## config.mk

```make
export PLATFORM = sky130hd
export DESIGN_NAME = ecc_secded_dec
export DESIGN_NICKNAME = d
export VERILOG_FILES = /design/src/rtl/ecc_dec_pkg.sv /design/src/rtl/ecc_syndrome_gen.sv /design/src/rtl/ecc_bit_locator.sv /design/src/rtl/ecc_pipe_reg.sv /design/src/rtl/ecc_secded_dec.sv
export SDC_FILE = /design/constraint.sdc
export NUM_CORES = 1
export LEC_CHECK = 0
export BUFFER_PORTS_ARGS = -buffer_cell sky130_fd_sc_hd__buf_2
export CORE_MARGIN = 2
export CORE_UTILIZATION = 48
export DETAILED_ROUTE_END_ITERATION = 6
export PLACE_DENSITY = 0.75
export SYNTH_ARGS = -nofsm -noshare
export SYNTH_HDL_FRONTEND = slang
export SYNTH_SLANG_ARGS = --single-unit
```

## constraint.sdc

```tcl
create_clock -name clk -period 1.3 [get_ports clk]
set_input_delay 0.065 -clock clk [delete_from_list [all_inputs] [get_ports clk]]
set_output_delay 0.065 -clock clk [all_outputs]
set_load 0.05 [all_outputs]
```

## src/rtl/ecc_dec_pkg.sv

```systemverilog
package ecc_dec_pkg;

   typedef enum logic [1:0] {
      ERR_NONE = 2'b00,
      ERR_ONE  = 2'b01,
      ERR_TWO  = 2'b10
   } err_code_e;

   // smallest p such that 2^p covers DATA_W + p positions plus the zero syndrome
   function automatic int chk_width(input int n);
      int p;
      p = 1;
      while ((1 << p) < (n + p + 1)) p++;
      return p;
   endfunction

   // Hamming position of data bit j: j-th non power of two, counting from 3
   function automatic int data_pos(input int j);
      int p;
      int c;
      p = 2;
      c = -1;
      while (c < j) begin
         p++;
         if ((p & (p - 1)) != 0) c++;
      end
      return p;
   endfunction

endpackage

```

## src/rtl/ecc_syndrome_gen.sv

```systemverilog
module ecc_syndrome_gen #(
   parameter int DATA_W = 32,
   parameter int CHK_W  = 6,
   parameter bit DED_EN = 1'b1,
   localparam int CW_W  = DATA_W + CHK_W + (DED_EN ? 1 : 0)
) (
   input  logic [CW_W-1:0]   cw,
   output logic [CHK_W-1:0]  syn,
   output logic              par_odd,
   output logic [DATA_W-1:0] dat
);

   assign dat = cw[DATA_W-1:0];

   // XOR array: one tree per check bit over the data bits it covers
   for (genvar k = 0; k < CHK_W; k++) begin : g_chk
      logic [DATA_W-1:0] tap;
      for (genvar j = 0; j < DATA_W; j++) begin : g_tap
         localparam int POS = ecc_dec_pkg::data_pos(j);
         if (((POS >> k) & 1) != 0) begin : g_on
            assign tap[j] = cw[j];
         end else begin : g_off
            assign tap[j] = 1'b0;
         end
      end
      assign syn[k] = cw[DATA_W+k] ^ (^tap);
   end

   if (DED_EN) begin : g_par
      assign par_odd = ^cw;
   end else begin : g_nopar
      assign par_odd = 1'b0;
   end

endmodule

```

## src/rtl/ecc_bit_locator.sv

```systemverilog
module ecc_bit_locator #(
   parameter int DATA_W = 32,
   parameter int CHK_W  = 6,
   parameter bit DED_EN = 1'b1
) (
   input  logic [CHK_W-1:0]      syn,
   input  logic                  par_odd,
   output logic [DATA_W-1:0]     flip,
   output ecc_dec_pkg::err_code_e status
);
   import ecc_dec_pkg::*;

   localparam int LAST_POS = DATA_W + CHK_W;

   logic [DATA_W-1:0] hit;
   logic              syn_zero;
   logic              in_range;
   logic              fix;

   // error-bit locator: one comparator per data bit
   for (genvar j = 0; j < DATA_W; j++) begin : g_loc
      localparam logic [CHK_W-1:0] POS_V = CHK_W'(data_pos(j));
      assign hit[j] = (syn == POS_V);
   end

   assign syn_zero = (syn == '0);
   assign in_range = (int'(syn) <= LAST_POS);

   if (DED_EN) begin : g_secded
      always_comb begin
         fix    = 1'b0;
         status = ERR_NONE;
         if (syn_zero) begin
            status = par_odd ? ERR_ONE : ERR_NONE;
         end else if (!par_odd) begin
            status = ERR_TWO;
         end else if (!in_range) begin
            status = ERR_TWO;
         end else begin
            status = ERR_ONE;
            fix    = 1'b1;
         end
      end
   end else begin : g_sec
      logic unused_par;
      assign unused_par = par_odd;
      always_comb begin
         fix    = 1'b0;
         status = ERR_NONE;
         if (!syn_zero) begin
            if (in_range) begin
               status = ERR_ONE;
               fix    = 1'b1;
            end else begin
               status = ERR_TWO;
            end
         end
      end
   end

   assign flip = fix ? hit : '0;

endmodule

```

## src/rtl/ecc_pipe_reg.sv

```systemverilog
module ecc_pipe_reg #(
   parameter int W  = 8,
   parameter bit EN = 1'b1
) (
   input  logic         clk,
   input  logic         rst_n,
   input  logic [W-1:0] d,
   output logic [W-1:0] q
);

   if (EN) begin : g_reg
      always_ff @(posedge clk or negedge rst_n) begin
         if (!rst_n) q <= '0;
         else        q <= d;
      end
   end else begin : g_wire
      logic unused_clk;
      assign unused_clk = clk ^ rst_n;
      assign q = d;
   end

endmodule

```

## src/rtl/ecc_secded_dec.sv

```systemverilog
module ecc_secded_dec #(
   parameter int DATA_W     = 32,
   parameter bit DED_EN     = 1'b1,
   parameter bit EXTRA_PIPE = 1'b0,
   localparam int CHK_W     = ecc_dec_pkg::chk_width(DATA_W),
   localparam int CW_W      = DATA_W + CHK_W + (DED_EN ? 1 : 0)
) (
   input  logic              clk,
   input  logic              rst_n,
   input  logic [CW_W-1:0]   cw_i,
   output logic [DATA_W-1:0] data_o,
   output logic [1:0]        err_o
);
   import ecc_dec_pkg::*;

   initial begin
      assert (DATA_W >= 8 && DATA_W <= 1024)
         else $error("DATA_W %0d outside 8..1024", DATA_W);
      assert (CHK_W >= 4 && CHK_W <= 11)
         else $error("derived CHK_W %0d unexpected", CHK_W);
   end

   // stage 1: XOR array, registered
   logic [CHK_W-1:0]  syn_c,  syn_q;
   logic              par_c,  par_q;
   logic [DATA_W-1:0] dat_c,  dat_q;

   ecc_syndrome_gen #(
      .DATA_W (DATA_W),
      .CHK_W  (CHK_W),
      .DED_EN (DED_EN)
   ) u_syn (
      .cw      (cw_i),
      .syn     (syn_c),
      .par_odd (par_c),
      .dat     (dat_c)
   );

   always_ff @(posedge clk or negedge rst_n) begin
      if (!rst_n) begin
         syn_q <= '0;
         par_q <= 1'b0;
         dat_q <= '0;
      end else begin
         syn_q <= syn_c;
         par_q <= par_c;
         dat_q <= dat_c;
      end
   end

   // stage 2: locate, correct, register
   logic [DATA_W-1:0] flip;
   err_code_e         stat_c;
   logic [DATA_W-1:0] out_data_q;
   logic [1:0]        out_err_q;

   ecc_bit_locator #(
      .DATA_W (DATA_W),
      .CHK_W  (CHK_W),
      .DED_EN (DED_EN)
   ) u_loc (
      .syn     (syn_q),
      .par_odd (par_q),
      .flip    (flip),
      .status  (stat_c)
   );

   always_ff @(posedge clk or negedge rst_n) begin
      if (!rst_n) begin
         out_data_q <= '0;
         out_err_q  <= ERR_NONE;
      end else begin
         out_data_q <= dat_q ^ flip;
         out_err_q  <= stat_c;
      end
   end

   // optional stage 3
   logic [DATA_W+1:0] tail_q;

   ecc_pipe_reg #(
      .W  (DATA_W + 2),
      .EN (EXTRA_PIPE)
   ) u_tail (
      .clk   (clk),
      .rst_n (rst_n),
      .d     ({out_err_q, out_data_q}),
      .q     (tail_q)
   );

   assign data_o = tail_q[DATA_W-1:0];
   assign err_o  = tail_q[DATA_W+1:DATA_W];

   // assertions guarding the correction stage
   p_code_legal_r2: assert property (@(posedge clk) disable iff (!rst_n)
      out_err_q != 2'b11);

   p_one_flip_r3: assert property (@(posedge clk) disable iff (!rst_n)
      $onehot0(flip));

   p_single_change_r3: assert property (@(posedge clk) disable iff (!rst_n)
      (out_err_q == ERR_ONE) |-> ($countones(out_data_q ^ $past(dat_q)) <= 1));

   p_double_raw_r5: assert property (@(posedge clk) disable iff (!rst_n)
      (out_err_q == ERR_TWO) |-> (out_data_q == $past(dat_q)));

   p_clean_pass_r1: assert property (@(posedge clk) disable iff (!rst_n)
      (out_err_q == ERR_NONE) |-> (out_data_q == $past(dat_q)));

   p_quiet_syn_r1: assert property (@(posedge clk) disable iff (!rst_n)
      (syn_q == '0 && !par_q) |=> (out_err_q == ERR_NONE));

endmodule

```

==> run metrics <==
die area 7200 um2; Reg clk slew, reported paths 80 ps; Worst Tran Pin Value about 380 ps; TNS Setup -14.8 ps; min Tclk post-route 1310 ps; # DRC 0; crit share post-route 101%; Initial Utilization 49.4%; Worst setup EP type register; Hold Path Class in2reg; Final setup viols 1; register area share after synthesis approximately three fifths; Placeable Area 6350 um2; vias in the first global route about 2400; synthesis-to-finish area growth 49.6%; Worst Setup Slack, final -14.8 ps; max_cap viols 0; Nets 445; clock power share 25.4%; PD cells around 1700 nW/um2; Crit-path slowest cell dfrtp_2; Data arrival, critical path 1580 ps; Max stage delay on crit path 480 ps; chip height 84.9 um; CP Launch Type register; Area after DPL 4040 um2; largest cells by area after synthesis dfrtp_1 58%, xnor2_1 21%, xor2_1 4.2%, xnor3_1 2.9%, nand2_1 2.3%; clk root buf clkbuf_8; Post-synth top flop dfrtp_1; CP cell instances nor2b_2 > buf_4 > nand2_1 > nor2_1 > xor2_1; EDFF count, synth 0; number of port buffers 74; CTS tree yes; Seq pwr share 36.1%; Antenna Cells 0; worst setup path class reg2reg; Mapped Avg Cell Area 13.4 um2; top post-synthesis cells by count 74 x xnor2_1, 73 x dfrtp_1, 19 x nand2_1; Crit path max-delay family flip-flops; initial DRC count 78; WHS ~140 ps; first-pass GRT wire length approximately 12 mm; Relative slew margins 74.5%; Leak 2.14 nW; share of the synthesized area in the top cell type 58.2%; H-tree depth 3; top-count cell post-synth xnor2_1; DR vias/cell 4.66; Post-Route WL 7.40 mm; num rows 29; share of layout cells above drive strength 1 a little over two fifths; Pwr Total around 7.9 mW; Worst Path Buf+Inv 1; Final Instance Area roughly 4700 um2; grt ovf 0; Syn Inst Count 234; GPL Wtd Cong 0.820; Async S/R FF share, synth 100%; Synth area leader dfrtp_1; maximum vdd drop 1.16 mV; initial antenna violation count 0; failing checks negative setup slack; maximum clock path buffer count 2; Comb power frac 38.5%; IO Count 75; Syn Nets 275; Worst Path Required 1560 ps; HPWL after detailed placement 5.08 mm; CTS Buf Count 9; Int Pwr 5.17 mW; net switching power 2.74 mW; Net Sw Frac 34.7%; pin count of the biggest net entering global routing 35; Yosys cell types 23; vias 2264; Max Slew Vio Count 0; clock sink count 73; crit path max fanout 6; DRT Pass-1 Iters 4; Total Routing Usage GR 22.0%; outcome finished with violations; Final Hold Violating Endpoints 0; drt wl/cell between 15 and 20 um; unrepaired setup endpoints after global routing true; yosys warns 0; Post-Synthesis Cell Area 3140 um2; Clk Latency, worst-skew pair approximately 350 ps; Clock Skew 9.58 ps; Max Clk Rate 761 MHz; Final ANT Viol Nets 0; chip width 84.9 um; Yosys reg bits 73
metal layers:
metal	track usage (%)	vias to the layer above	routed length [um]
met2	38.5	53	4000
li1	-	1084	-
met1	26.2	1105	2950
met4	10.2	0	214
met5	0	-	0
met3	4.18	22	237
state kept, by name, summed over array words and instances (netlist names):
| register | count |
|---|---|
| syn_q | 6 |
| par_q | 1 |
| out_data_q | 32 |
| out_err_q | 2 |
| dat_q | 32 |
cell families (layout without fill, tap and decap cells):
family                 count (synthesis)  count (layout)  synth area share [%]
AO/OA/AOI/OAI                          3               3                 0.758
flip-flops                            73              73                  58.2
AND/OR/NAND/NOR                       55              55                  7.89
XOR/XNOR                             100             100                  32.8
buffers and inverters                  3             178                 0.359
tightest hold or removal path, cell delays in order:
cell     delay [ps]
buf_2            90
xnor3_1         230
xnor2_1          70
through the flow:
step / setup WS (ps) / utilization [%] / instances
6_report: -14.8 / 74.0 / 486
3_5_place_dp: -203 / 63.6 / 436
2_1_floorplan: -1.44 / - / 234
3_3_place_gp: -197 / 63.6 / 436
5_1_grt: -54.9 / 74.0 / 486
4_1_cts: -22.2 / 72.5 / 485
layout make-up:
type	instances	area [um2]
repair buffers	162	1140
well taps	77	96.3
multi-input cells	158	1390
clock inverters	4	75.1
flip-flops and latches	73	1840
clock buffers	12	155
fillers	386	1650
cells in the final DEF, fill, tap and decap left out:
| cell | instances |
|---|---|
| buf_2 | 74 |
| xnor2_1 | 72 |
| dfrtp_1 | 66 |
| buf_4 | 52 |
| dlygate4sd3_1 | 33 |
| nand2_1 | 16 |
| xor2_1 | 15 |
| clkbuf_8 | 11 |
| nor2_1 | 8 |
| nand3_1 | 7 |
| dfrtp_2 | 7 |
| nor2_2 | 5 |
| xnor3_1 | 4 |
| nand2_2 | 3 |
| nor2_4 | 3 |
| nor3_2 | 3 |
| xnor2_2 | 3 |
| nand2b_1 | 2 |
| nor2b_1 | 2 |
| and3_1 | 2 |
| xnor3_2 | 2 |
| clkinvlp_4 | 2 |
| bufinv_16 | 2 |
| buf_12 | 2 |
| a311o_1 | 1 |
| a21boi_2 | 1 |
| nand3b_1 | 1 |
| and4b_2 | 1 |
| nor2b_2 | 1 |
| nor3_4 | 1 |
| a31oi_1 | 1 |
| xnor2_4 | 1 |
| xor2_4 | 1 |
| xor2_2 | 1 |
| xor3_1 | 1 |
| clkbuf_1 | 1 |
| buf_6 | 1 |
repair_timing:
| item | 4_1_cts | 5_1_grt |
|---|---|---|
| hold buffers | 33 | 0 |
| endpoints found under the hold margin | 105 | 0 |
| setup buffers | 0 | 1 |
| pin swaps | 0 | 8 |
| resized for setup | 1 | 28 |
| endpoints found under the setup margin | 8 | 21 |
power by group through the flow:
stage | Combinational [mW] | Clock (mW) | Sequential [mW]
global placement | 2.70 | 0 | 2.82
finish | 3.05 | 2.01 | 2.85
floorplan | 1.27 | 0 | 3.25
global route | 3.24 | 2.12 | 2.90
detailed placement | 2.76 | 0 | 2.83
CTS | 2.86 | 2.03 | 2.80
worst paths after layout:
path,end,cells after the start,start,slack [ps]
min reg2reg,out_data_q[20],1,dat_q[20],440
max,out_data_q[25],5,syn_q[5],-10
max reg2reg,out_data_q[25],5,syn_q[5],-10
max in group asynchronous,syn_q[2],3,rst_n,610
min in group asynchronous,out_data_q[6],2,rst_n,160
min,par_q,3,cw_i[38],140
Note: power is estimated with default switching activity, not from simulation.
